### src/rtl/adc_limit_watch.sv
module adc_limit_watch #(
  parameter int UNITS = 4,
  parameter int CHANS = 16,
  parameter int DW    = 16,
  parameter int AW    = 4
) (
  input  logic          clk,
  input  logic          rst_n,
  input  logic          res_valid,
  input  logic [3:0]    res_chan,
  input  logic [DW-1:0] res_data,
  input  logic          reg_wr,
  input  logic [AW-1:0] reg_addr,
  input  logic [31:0]   reg_wdata,
  output logic [31:0]   reg_rdata,
  output logic          irq
);
  localparam int CW        = $clog2(CHANS);
  localparam int SW        = 2 * UNITS;
  localparam int A_STAT    = 0;
  localparam int A_WMASK   = 1;
  localparam int A_CMASK   = 2;
  localparam int CTRL_BASE = 4;
  localparam int THR_BASE  = CTRL_BASE + UNITS;
  localparam int EN_BIT    = 15;

  logic [SW-1:0]    stat_q, wmask_q, ev, chan_ok;
  logic [CHANS-1:0] cmask_q;
  logic [UNITS-1:0] en_q;
  logic [CW-1:0]    chan_q [UNITS];
  logic [DW-1:0]    hi_q   [UNITS];
  logic [DW-1:0]    lo_q   [UNITS];

  wire wr_stat = reg_wr && (reg_addr == AW'(A_STAT));
  wire [SW-1:0] clr = wr_stat ? reg_wdata[SW-1:0] : '0;

  always_ff @(posedge clk or negedge rst_n) begin
    if (!rst_n) begin
      stat_q  <= '0;
      wmask_q <= '0;
      cmask_q <= '0;
    end else begin
      stat_q <= (stat_q & ~clr) | ev;
      if (reg_wr && reg_addr == AW'(A_WMASK)) wmask_q <= reg_wdata[SW-1:0];
      if (reg_wr && reg_addr == AW'(A_CMASK)) cmask_q <= reg_wdata[CHANS-1:0];
    end
  end

  genvar u;
  generate
    for (u = 0; u < UNITS; u++) begin : g_unit
      wire hit = res_valid && en_q[u] && (res_chan[CW-1:0] == chan_q[u]);
      assign ev[u]           = hit && (res_data < lo_q[u]);
      assign ev[UNITS+u]     = hit && (res_data > hi_q[u]);
      assign chan_ok[u]       = cmask_q[chan_q[u]];
      assign chan_ok[UNITS+u] = cmask_q[chan_q[u]];

      always_ff @(posedge clk or negedge rst_n) begin
        if (!rst_n) begin
          en_q[u]   <= 1'b0;
          chan_q[u] <= '0;
          hi_q[u]   <= '0;
          lo_q[u]   <= '0;
        end else if (reg_wr) begin
          if (reg_addr == AW'(CTRL_BASE + u)) begin
            en_q[u]   <= reg_wdata[EN_BIT];
            chan_q[u] <= reg_wdata[CW-1:0];
          end
          if (reg_addr == AW'(THR_BASE + u)) begin
            hi_q[u] <= reg_wdata[16 +: DW];
            lo_q[u] <= reg_wdata[0 +: DW];
          end
        end
      end


      off_unit_quiet_chk: assert property (@(posedge clk) disable iff (!rst_n)
        (!en_q[u] && !stat_q[u] && !stat_q[UNITS+u])
          |=> (!stat_q[u] && !stat_q[UNITS+u]));


      high_cross_chk: assert property (@(posedge clk) disable iff (!rst_n)
        (res_valid && en_q[u] && res_chan[CW-1:0] == chan_q[u] && res_data > hi_q[u])
          |=> stat_q[UNITS+u]);


      low_cross_chk: assert property (@(posedge clk) disable iff (!rst_n)
        (res_valid && en_q[u] && res_chan[CW-1:0] == chan_q[u] && res_data < lo_q[u])
          |=> stat_q[u]);
    end
  endgenerate

  assign irq = |(stat_q & wmask_q & chan_ok);

  always_comb begin
    reg_rdata = '0;
    if (reg_addr == AW'(A_STAT))  reg_rdata[SW-1:0]    = stat_q;
    if (reg_addr == AW'(A_WMASK)) reg_rdata[SW-1:0]    = wmask_q;
    if (reg_addr == AW'(A_CMASK)) reg_rdata[CHANS-1:0] = cmask_q;
    for (int i = 0; i < UNITS; i++) begin
      if (reg_addr == AW'(CTRL_BASE + i)) begin
        reg_rdata[EN_BIT]  = en_q[i];
        reg_rdata[CW-1:0]  = chan_q[i];
      end
      if (reg_addr == AW'(THR_BASE + i))
        reg_rdata = {hi_q[i], lo_q[i]};
    end
  end

  genvar b;
  generate
    for (b = 0; b < SW; b++) begin : g_bit

      flag_hold_chk: assert property (@(posedge clk) disable iff (!rst_n)
        (stat_q[b] && !(wr_stat && reg_wdata[b])) |=> stat_q[b]);


      flag_clear_chk: assert property (@(posedge clk) disable iff (!rst_n)
        (wr_stat && reg_wdata[b] && !ev[b]) |=> !stat_q[b]);


      event_wins_chk: assert property (@(posedge clk) disable iff (!rst_n)
        (wr_stat && reg_wdata[b] && ev[b]) |=> stat_q[b]);
    end
  endgenerate


  irq_source_chk: assert property (@(posedge clk) disable iff (!rst_n)
    irq |-> (|(stat_q & wmask_q)));
endmodule

### config.mk
export PLATFORM = sky130hd
export DESIGN_NAME = adc_limit_watch
export DESIGN_NICKNAME = d
export VERILOG_FILES = /design/src/rtl/adc_limit_watch.sv
export SDC_FILE = /design/constraint.sdc
export NUM_CORES = 1
export LEC_CHECK = 0
export BUFFER_PORTS_ARGS = -buffer_cell sky130_fd_sc_hd__clkbuf_2
export CAP_MARGIN = 30
export CORE_MARGIN = 4
export CORE_UTILIZATION = 59
export DETAILED_ROUTE_END_ITERATION = 8
export PLACE_DENSITY = 0.79
export SYNTH_ARGS = -nofsm -noshare
export SYNTH_HDL_FRONTEND = slang
export SYNTH_SLANG_ARGS = --single-unit
### constraint.sdc
create_clock -name clk -period 2.6 [get_ports clk]
set_input_delay 0.26 -clock clk [delete_from_list [all_inputs] [get_ports clk]]
set_output_delay 0.26 -clock clk [all_outputs]
set_load 0.005 [all_outputs]
# Word level (Yosys, flattened, before mapping)
# Cells that the tools add are included.
# op_classes
n_reduce_logical	29
eq_ne	14
order_cmp	12
bitwise	5
mux	24
# op_table
cell	n
$mux 32	4
$gt 16x16->1	4
$lt 16x16->1	4
$and 8x8->8	3
$mux 8	3
$lt 4x5->1 const B	4
$logic_and 1x1->1	19
$bmux 1 s4	4
$eq 4x3->1 const B	4
$eq 4x4->1	4
$eq 4x4->1 const B	4
$mux 16	1
$mux 4	4
$reduce_and 2->1	8
$mux 1	8
$not 8->8	1
$or 8x8->8	1
$reduce_or 8->1	1
$eq 4x1->1 const B	1
$eq 4x2->1 const B	1
$logic_not 4->1	1
# totals
in_bits	60
wordCells	103
output_inout_bits	33
ff_bits	180

# Longest topological paths before layout
# Gate-level depths: netlist of the first run.
# depth
ltp_word	12
ltp_mapped	7
depth_no_buf	7

# Worst setup path before layout of the first run
# No wires, ideal clock.
# synth_timing
path_kind	register -> output
startpoint	reg chan_q[8] in the netlist's numbering
endpoint	out irq
path_stages_with_launch	7
t_arrival_ns	1.698
slack_ns	0.642
required_time_ns	2.340
cell_sequence	dfrtp_1 > clkbuf_1 > mux4_2 > mux2i_1 > nor3_1 > nor4_1 > nand3_1
# synth_via
elab_chain_len	4
# synth_rtl
element	line_no	text
from (decl)	30	logic [CW-1:0] chan_q [UNITS];
from (signal, indexed assignment)	67	chan_q[u] <= reg_wdata[CW-1:0];
$bmux 1 s4	55, 56	
$mux 1 (not written as such)	55, 56	
$and 8x8->8	93	assign irq = |(stat_q & wmask_q & chan_ok);
$reduce_or 8->1	93	
to (decl)	16	output logic irq
# No other way between the ends. The select of a mux whose other input is x is not followed.

# Worst setup path after layout of the first run
# layout_timing
startpoint	reg cmask_q[2]
endpoint	out irq
# layout_via
elab_chain_len	4
word_cells_on_any_way	10
# layout_rtl
element	line_no	text
from (decl)	28	logic [CHANS-1:0] cmask_q;
from (signal assigned)	45	if (reg_wr && reg_addr == AW'(A_CMASK)) cmask_q <= reg_wdata[CHANS-1:0];
$bmux 1 s4	55, 56	
$mux 1 (not written as such)	55, 56	
$and 8x8->8 *	93	
$reduce_or 8->1 *	93	
# Every way passes the cells marked *; elsewhere a longest branch is shown, timed or not. The select of a mux whose other input is x is not followed.

==> impl_metrics.json, run 1 <==
{
  "core_um2": 20200,
  "end_kind": "primary output",
  "whs_endpoint": "hi_q[12]",
  "hold_viol_final": 0,
  "yosysSeqAreaShare": 0.372,
  "ant_nets": 0,
  "outcome": "complete, no violations",
  "reg2reg_depth": 7,
  "syn_area_um2": 12100,
  "power_frac_clock": 0.259,
  "regToRegSetupSlack_ns": 0.44,
  "postSynthAreaPerCell_um2": 10.5,
  "hp-start": "reg_wdata[28]",
  "grt_first_pass_wirelength_um": 56100,
  "cap_violations": 0,
  "clk_latency_ns": 0.44,
  "drive_gt1_frac": 0.284,
  "ys.flop_type": "dfrtp_1",
  "h-tree-depth": 4,
  "path_max_fanout": 6,
  "setup_viol": 0,
  "synth-async-reset-ratio": 1.00,
  "syn_inst": 1153,
  "ys_types": 63,
  "via_per_inst": 6.50,
  "skew_ns": 0.0171,
  "place_area_um2": 13000,
  "worstSetupPathType": "reg -> out",
  "clockBufferDepth": 2,
  "crit_arrival_ns": 2.20,
  "fin_util": 0.672,
  "fin_area_um2": 13600,
  "cts_inserted_buffers": 17,
  "clk_pin_slew_ns": 0.08,
  "period_needed_ns": 2.46,
  "hpwl_um": 26500,
  "power_switching_w": 0.00346,
  "area_growth_pct": 12.3,
  "cts_tree": "built",
  "drc": 0,
  "relSlewSlack": 0.553,
  "final.setup.tns_ns": 0,
  "yosys_warnings": 0,
  "ir_worst_vdd_v": 0.000521,
  "clock-root-buffer": "clkbuf_16",
  "power_density_nw_per_um2": 726,
  "combPwrFrac": 0.313,
  "io_pins": 93,
  "drt_iter0_drc": 913,
  "gr-total-overflow": 0,
  "syn_nets": 1337,
  "synth_edf_count": 0,
  "wirelength_um": 35400,
  "start_kind": "register",
  "die_x_um": 151,
  "nets": 1431,
  "p_leak_nw": 6.43,
  "hp-class": "in -> reg",
  "fin_crit_sh": 0.944,
  "diodes": 0,
  "die_area_um2": 22900,
  "first_pass_iters": 6,
  "setup_ws_ns": 0.145,
  "worstReg2RegStart": "lo_q[22]",
  "swShare": 0.350,
  "p_int_w": 0.00641,
  "vias": 9946,
  "tightest_slew_ns": 0.654,
  "start_util": 0.598,
  "path_cells": "mux4_2 > mux4_2 > nand2_1 > nand3_1 > clkbuf_2",
  "p_seq_frac": 0.428,
  "cp_common_cell": "mux4_2",
  "ys_seq_elements": 180,
  "antenna_found_initial": 0,
  "std_cell_rows": 52,
  "grt_start_max_net_pins": 71,
  "rsz0062_at_grt": "no",
  "report.final.slew_viol_count": 0,
  "r2r_end": "stat_q[2]",
  "crit_slowest_cell": "mux4_2",
  "drt-wirelength-per-cell_um": 23.2,
  "required_ns": 2.34,
  "worstHoldPathCells": 2,
  "cts_sinks": 180,
  "grt_pass1_vias": 10078,
  "crit_start": "cmask_q[2]",
  "die_y_um": 151,
  "dp_slack_ns": 0.352,
  "grt_usage": 0.321,
  "max_stage_delay_ns": 0.51,
  "gp_congestion": 0.954,
  "clock.fmax_mhz": 407,
  "io_buffers": 92
}
==> stage by stage <==
stage          total power [W]  std cells  hold WS (ns)
2_1_floorplan          0.00613       1153       -0.0356
3_3_place_gp           0.00709       1491         0.231
3_5_place_dp           0.00723       1491         0.237
4_1_cts                0.00979       1524        0.0924
5_1_grt                 0.0105       1530        0.0934
6_report               0.00987       1530        0.0932
==> how the worst max path moves through the flow <==
stage | slack, ns | depth (start not counted) | endpoint
2_1_floorplan | 0.64 | 6 | irq
3_3_place_gp | 0.45 | 6 | irq
3_5_place_dp | 0.35 | 7 | stat_q[2]
4_1_cts | 0.005 | 6 | irq
5_1_grt | 0.004 | 5 | irq
6_report | 0.14 | 5 | irq
==> metal layers <==
| layer | up-vias | wire [um] | track usage |
|---|---|---|---|
| met5 | - | 0 | 0 |
| met4 | 0 | 1340 | 0.121 |
| met3 | 105 | 3240 | 0.0718 |
| met2 | 531 | 15700 | 0.482 |
| met1 | 4941 | 15200 | 0.457 |
| li1 | 4369 | - | - |
==> power by group through the flow <==
stage	Clock [W]	Sequential (W)	Combinational, W
6_report	0.00255	0.00423	0.00309
2_1_floorplan	0	0.00387	0.00226
4_1_cts	0.00257	0.00420	0.00302
5_1_grt	0.00271	0.00430	0.00346
3_3_place_gp	0	0.00422	0.00286
3_5_place_dp	0	0.00425	0.00298
==> cell usage after synthesis, types with 3 or more instances <==
| master | count | area share |
|---|---|---|
| mux2i_1 | 21 | 0.017 |
| mux2_1 | 9 | 0.0084 |
| ha_1 | 124 | 0.13 |
| nor2b_1 | 10 | 0.0052 |
| a21o_1 | 11 | 0.0068 |
| o221ai_1 | 7 | 0.0051 |
| mux4_2 | 24 | 0.045 |
| a2111oi_0 | 3 | 0.0022 |
| a31oi_1 | 12 | 0.0062 |
| nand2_1 | 74 | 0.023 |
| nor3_1 | 7 | 0.0029 |
| a21oi_1 | 54 | 0.022 |
| or4_1 | 3 | 0.0019 |
| a21boi_0 | 3 | 0.0019 |
| xor2_1 | 6 | 0.0043 |
| o2111ai_1 | 3 | 0.0022 |
| nand3_1 | 15 | 0.0062 |
| o31ai_1 | 4 | 0.0025 |
| a22oi_1 | 4 | 0.0025 |
| o21a_1 | 9 | 0.0056 |
| o32a_1 | 3 | 0.0025 |
| a211oi_1 | 10 | 0.0062 |
| and2_1 | 7 | 0.0036 |
| nand4_1 | 17 | 0.0088 |
| buf_2 | 25 | 0.010 |
| clkbuf_1 | 26 | 0.0081 |
| a211o_1 | 9 | 0.0065 |
| o22ai_1 | 15 | 0.0078 |
| nor4_1 | 5 | 0.0026 |
| nor2_1 | 37 | 0.011 |
| mux2_2 | 162 | 0.15 |
| inv_1 | 135 | 0.042 |
| o32ai_1 | 5 | 0.0036 |
| nand2b_1 | 11 | 0.0057 |
| xnor2_1 | 4 | 0.0029 |
| a22o_1 | 15 | 0.011 |
| dfrtp_1 | 180 | 0.37 |
| o211ai_1 | 5 | 0.0031 |
| o21ai_0 | 44 | 0.018 |
| and4_1 | 4 | 0.0029 |
==> cell type report <==
type	instances	area (um^2)
Multi-Input combinational cell	784	6870
Fill cell	1580	6640
Sequential cell	180	4510
Timing Repair Buffer	129	797
Inverter	135	507
Clock buffer	18	429
Tap cell	270	338
Clock inverter	14	146
==> state kept, by name, indices dropped and copies added, names as in the netlist <==
| register | cells |
|---|---|
| en_q | 4 |
| chan_q | 16 |
| lo_q | 64 |
| wmask_q | 8 |
| hi_q | 64 |
| cmask_q | 16 |
| stat_q | 8 |
==> logic make-up (layout without fill, tap and decap cells) <==
| group | after synthesis | in the layout | share of synthesized area |
|---|---|---|---|
| AOI/OAI and AO/OA | 227 | 227 | 0.124 |
| muxes | 216 | 216 | 0.221 |
| and+or+nand+nor | 207 | 207 | 0.0855 |
| buffers and inverters | 189 | 296 | 0.0616 |
| DFF | 180 | 180 | 0.372 |
| adders and majority gates | 124 | 124 | 0.128 |
| xor gates and xnor gates | 10 | 10 | 0.00723 |
==> timing repair <==
item | 4_1_cts | 5_1_grt
endpoints found under the setup margin | 1 | 1
endpoints found under the hold margin | 46 | 0
gates resized for setup | 2 | 3
buffers inserted | 0 | 6
hold buffers | 1 | 0
pin swaps | 0 | 1
==> worst max-delay path, delay by kind of cell, from the launching register on <==
family                 cells  cell delay, ns
buffers and inverters      1            0.12
DFF                        1            0.49
muxes                      2            0.97
and+or+nand+nor            2            0.17
==> cell usage in the layout, fill, tap and decap left out, types with 15 or more instances in the layout <==
master,synthesis,final
a21oi_1,54,54
a22o_1,15,15
buf_4,1,32
clkbuf_16,0,17
clkbuf_2,1,91
dfrtp_1,180,176
ha_1,124,124
inv_1,135,135
mux2_2,162,162
mux2i_1,21,21
mux4_2,24,24
nand2_1,74,74
nand4_1,17,17
nor2_1,37,37
o21ai_0,44,44
o22ai_1,15,15
No activity file was read; power rests on OpenSTA's default activity.
==> run 2: changes to the inputs <==
==> constraint.sdc (replaced) <==
create_clock -name clk -period 2.64 [get_ports clk]
set_input_delay 0.264 -clock clk [delete_from_list [all_inputs] [get_ports clk]]
set_output_delay 0.264 -clock clk [all_outputs]
set_load 0.005 [all_outputs]
==> run 2 against run 1 <==
Against the previous run:
- global-route usage down 0.95 points
- count of clock-buffer cells in the layout up 1
- critical path depth did not move
- via count fell by 2.0%
- critical path type unchanged
- register-to-register slack better by 0.12 ns
- clock power fell by 5%
==> impl_metrics.json, run 2 (synthesis results as in run 1) <==
{
  "outcome": "complete, no violations",
  "power_density_nw_per_um2": 708,
  "route.met3.wl_um": 3250,
  "start_util": 0.598,
  "die_x_um": 151,
  "core_um2": 20200,
  "hpwl_um": 26200,
  "crit_arrival_ns": 2.25,
  "final.setup.tns_ns": 0,
  "required_ns": 2.38,
  "wirelength_um": 35000,
  "io_buffers": 92,
  "hold_viol_final": 0,
  "grt_start_max_net_pins": 58,
  "area_growth_pct": 11.6,
  "relSlewSlack": 0.579,
  "drive_gt1_frac": 0.280,
  "start_kind": "register",
  "grt_first_pass_wirelength_um": 54000,
  "hp-class": "in -> reg",
  "cts_inserted_buffers": 17,
  "ant_nets": 0,
  "clockBufferDepth": 2,
  "cts_sinks": 180,
  "drt-met1-wl_um": 15000,
  "via_per_inst": 6.39,
  "clk_pin_slew_ns": 0.07,
  "io_pins": 93,
  "diodes": 0,
  "hp-start": "reg_wdata[29]",
  "vias": 9745,
  "skew_ns": 0.00914,
  "die_area_um2": 22900,
  "end_kind": "primary output",
  "layout_commonest_cell": "dfrtp_1",
  "place_area_um2": 12900,
  "clock-root-buffer": "clkbuf_16",
  "dp_slack_ns": 0.466,
  "fin_crit_sh": 0.953,
  "antenna_found_initial": 0,
  "cts_tree": "built",
  "fin_area_um2": 13500,
  "routed-wl-met2_um": 15700,
  "layout_common_cells": "dfrtp_1, mux2_2, inv_1",
  "nets": 1426,
  "die_y_um": 151,
  "tightest_slew_ns": 0.627,
  "p_leak_nw": 6.40,
  "drt-wirelength-per-cell_um": 22.9,
  "grt_usage": 0.312,
  "period_needed_ns": 2.52,
  "path_max_fanout": 8,
  "rsz0062_at_grt": "no",
  "gr-total-overflow": 0,
  "ir_worst_vdd_v": 0.000528,
  "gp_congestion": 1.01,
  "clock.fmax_mhz": 398,
  "drt_iter0_drc": 995,
  "drc": 0,
  "reg_top3": "hi_q (64), lo_q (64)",
  "cap_violations": 0,
  "dr.max_layer_used": "met4",
  "report.final.slew_viol_count": 0,
  "setup_ws_ns": 0.125,
  "first_pass_iters": 6,
  "worstSetupPathType": "reg -> out",
  "clk_latency_ns": 0.44,
  "crit_start": "chan_q[0]",
  "worstReg2RegStart": "lo_q[27]",
  "h-tree-depth": 4,
  "grt_pass1_vias": 9639,
  "setup_viol": 0,
  "std_cell_rows": 52
}
==> run 2: cell types whose count changed in the layout (fill, tap and decap cells not counted), sizes merged <==
cell,delta
clkinvlp,-1
bufinv,-1
buf,-5
clkbuf,+1
==> run 2: per-stage QoR <==
| step | utilization | total power [W] | std cells | hold slack, ns |
|---|---|---|---|---|
| after global placement | 0.639 | 0.00698 | 1489 | 0.259 |
| after CTS | 0.666 | 0.00950 | 1521 | 0.103 |
| after detailed placement | 0.639 | 0.00710 | 1489 | 0.265 |
| after global routing | 0.667 | 0.0101 | 1524 | 0.105 |
| final | 0.667 | 0.00956 | 1524 | 0.105 |
| after floorplan | - | 0.00604 | 1153 | -0.0316 |
==> run 2: layout make-up <==
cell class	instances	area, um^2
Multi-Input combinational cell	784	6860
Clock buffer	19	443
Fill cell	1597	6730
Clock inverter	12	97.6
Tap cell	270	338
Sequential cell	180	4510
Timing Repair Buffer	124	747
Inverter	135	507
==> run 2: what timing repair did <==
action,4_1_cts,5_1_grt
hold endpoints to repair,50,0
endpoints found under the setup margin,0,1
resized for setup,0,4
buffers inserted,0,3
hold buffers,1,0
==> run 2: layer usage <==
metal,vias up,GRT usage
met5,-,0
met2,496,0.477
met4,0,0.103
met3,79,0.0563
li1,4363,-
met1,4807,0.450
==> run 2: worst max-delay path, stage by stage, from the launching register on <==
cell and delay, ns:
dfrtp_2 0.50, mux4_2 0.55, mux4_2 0.48, nand2_1 0.08
nand3_1 0.09, clkbuf_2 0.13
==> run 2: worst paths after layout <==
| path | slack (ns) | to | depth (start not counted) |
|---|---|---|---|
| worst max-delay path | 0.12 | irq | 5 |
| worst min-delay path | 0.10 | hi_q[29] | 2 |
| worst max register to register | 0.56 | stat_q[2] | 7 |
| worst min register to register | 0.51 | hi_q[20] | 1 |
| max in group asynchronous | 1.53 | lo_q[53] | 3 |
| min in group asynchronous | 0.37 | lo_q[1] | 2 |
==> run 2: where the power goes <==
part / total (W) / switching, W / internal [W]
registers: 0.00415 / 0.000734 / 0.00342
clock network: 0.00241 / 0.00116 / 0.00125
logic: 0.00301 / 0.00146 / 0.00155
total: 0.00956 / 0.00335 / 0.00621
==> run 3: changes to the inputs <==
--- a/config.mk
+++ b/config.mk
@@ -7,6 +7,7 @@
 export LEC_CHECK = 0
 export BUFFER_PORTS_ARGS = -buffer_cell sky130_fd_sc_hd__clkbuf_2
 export CAP_MARGIN = 30
+export CORE_ASPECT_RATIO = 0.5
 export CORE_MARGIN = 4
 export CORE_UTILIZATION = 59
 export DETAILED_ROUTE_END_ITERATION = 8
==> run 3 against run 2 <==
Against the previous run:
- cell area up 0.64%
- hold slack worse by 0.011 ns
- fmax down 0.79%
- first-iteration DRC count down 5.7%
- sequential power up 2%
- flip-flop and latch count unchanged
- combinational power about the same
- critical path depth up 1
- die area up 0.61%
- register-to-register slack worse by 0.11 ns
- largest cell class unchanged
- largest power group unchanged
==> impl_metrics.json, run 3 (synthesis results as in run 1) <==
{
  "outcome": "complete, no violations",
  "nFillCells": 1546,
  "layout_commonest_cell": "dfrtp_1",
  "period_needed_ns": 2.54,
  "worstHoldPathCells": 2,
  "end_kind": "primary output",
  "required_ns": 2.38,
  "hp-start": "reg_wdata[25]",
  "skew_ns": 0.0124,
  "area_growth_pct": 12.3,
  "diodes": 0,
  "hpwl_um": 28000,
  "fin_crit_sh": 0.960,
  "ant_nets": 0,
  "clock-root-buffer": "clkbuf_16",
  "r2r_end": "stat_q[5]",
  "setup_viol": 0,
  "path_max_fanout": 6,
  "start_kind": "register",
  "tightest_slew_ns": 0.654,
  "first_pass_iters": 5,
  "place_area_um2": 12900,
  "die_x_um": 211,
  "io_buffers": 92,
  "grt_usage": 0.337,
  "regToRegSetupSlack_ns": 0.45,
  "die_y_um": 109,
  "wirelength_um": 37600,
  "crit_family": "multiplexers",
  "grt_start_max_net_pins": 64,
  "clock.fmax_mhz": 394,
  "cts_tree": "built",
  "p_leak_nw": 6.44,
  "crit_arrival_ns": 2.27,
  "relSlewSlack": 0.564,
  "std_cell_rows": 36,
  "path_cells": "mux4_2 > mux2i_1 > nor3_1 > nor4_1 > nand3_1 > clkbuf_2",
  "rsz0062_at_grt": "no",
  "drc": 0,
  "ir_worst_vdd_v": 0.000533,
  "drt_iter0_drc": 938,
  "hp-class": "in -> reg",
  "drive_gt1_frac": 0.282,
  "die_area_um2": 23000,
  "final.setup.tns_ns": 0,
  "cts_inserted_buffers": 17,
  "start_util": 0.611,
  "clk_latency_ns": 0.45,
  "io_pins": 93,
  "clk_pin_slew_ns": 0.08,
  "whs_endpoint": "hi_q[41]",
  "hold_viol_final": 0,
  "drt-wirelength-per-cell_um": 24.7,
  "worstReg2RegStart": "hi_q[47]",
  "vias": 9895,
  "crit_slowest_cell": "dfrtp_1",
  "layout_common_cells": "dfrtp_1, mux2_2, inv_1",
  "reg2reg_depth": 7,
  "antenna_found_initial": 0,
  "via_per_inst": 6.51,
  "fin_area_um2": 13600,
  "max_stage_delay_ns": 0.53,
  "h-tree-depth": 4,
  "cts_sinks": 180,
  "cap_violations": 0,
  "worstSetupPathType": "reg -> out",
  "gr-total-overflow": 0,
  "nets": 1425,
  "reg_top3": "hi_q (64), lo_q (64)",
  "grt_pass1_vias": 10030,
  "core_um2": 19800,
  "clockBufferDepth": 2,
  "report.final.slew_viol_count": 0,
  "power_density_nw_per_um2": 736,
  "cp.buffers_inverters": 1,
  "grt_first_pass_wirelength_um": 58400,
  "gp_congestion": 0.964
}
==> run 3: changes by cell type in the layout (fill, tap and decap cells not counted), sizes merged <==
cell,before,now
bufinv,0,4
buf,32,31
clkinvlp,2,1
inv,141,136
clkinv,4,6
==> run 3: timing repair <==
action                                  4_1_cts  5_1_grt
buffers inserted                              0        1
hold buffers                                  1        0
resized for setup                             2        5
endpoints found under the setup margin        1        1
hold endpoints to repair                     60        0
==> run 3: stage by stage <==
stage / hold WS (ns) / setup WS [ns] / power (W) / util / cells
finish: 0.0936 / 0.104 / 0.0100 / 0.686 / 1519
floorplan: -0.0316 / 0.678 / 0.00604 / - / 1153
detailed placement: 0.299 / 0.360 / 0.00718 / 0.653 / 1486
global route: 0.0965 / 0.0120 / 0.0106 / 0.686 / 1519
global placement: 0.286 / 0.388 / 0.00703 / 0.653 / 1486
CTS: 0.0776 / 0.0421 / 0.00995 / 0.685 / 1518
==> run 3: worst max path at each step <==
| stage | from | endpoint | slack [ns] | cells past startpoint |
|---|---|---|---|---|
| global route | cmask_q[6] | irq | 0.01 | 6 |
| finish | cmask_q[6] | irq | 0.10 | 6 |
| CTS | chan_q[4] | irq | 0.04 | 6 |
| detailed placement | reg_addr[1] | reg_rdata[14] | 0.36 | 7 |
| global placement | reg_addr[1] | reg_rdata[14] | 0.39 | 7 |
| floorplan | chan_q[8] | irq | 0.68 | 6 |
==> run 3: power breakdown <==
group	switching, W	internal [W]
sequential	0.000797	0.00342
combinational	0.00148	0.00154
clock	0.00115	0.00161
==> run 3: layout make-up <==
| class | instances | area [um^2] | share of cell area |
|---|---|---|---|
| well taps | 266 | 333 | 0.0245 |
| flip-flops and latches | 180 | 4510 | 0.332 |
| multi-input cells | 784 | 6860 | 0.505 |
| inverters | 135 | 507 | 0.0373 |
| clock buffers | 19 | 443 | 0.0326 |
| repair buffers | 123 | 752 | 0.0553 |
| clock inverters | 12 | 180 | 0.0133 |
==> run 3: routing by layer <==
metal  track usage  part of all wire  vias up
li1              -                 -     4374
met1         0.477              0.44     4961
met2         0.511              0.44      474
met3        0.0891             0.095       86
met4         0.106             0.027        0
met5             0                 0        -
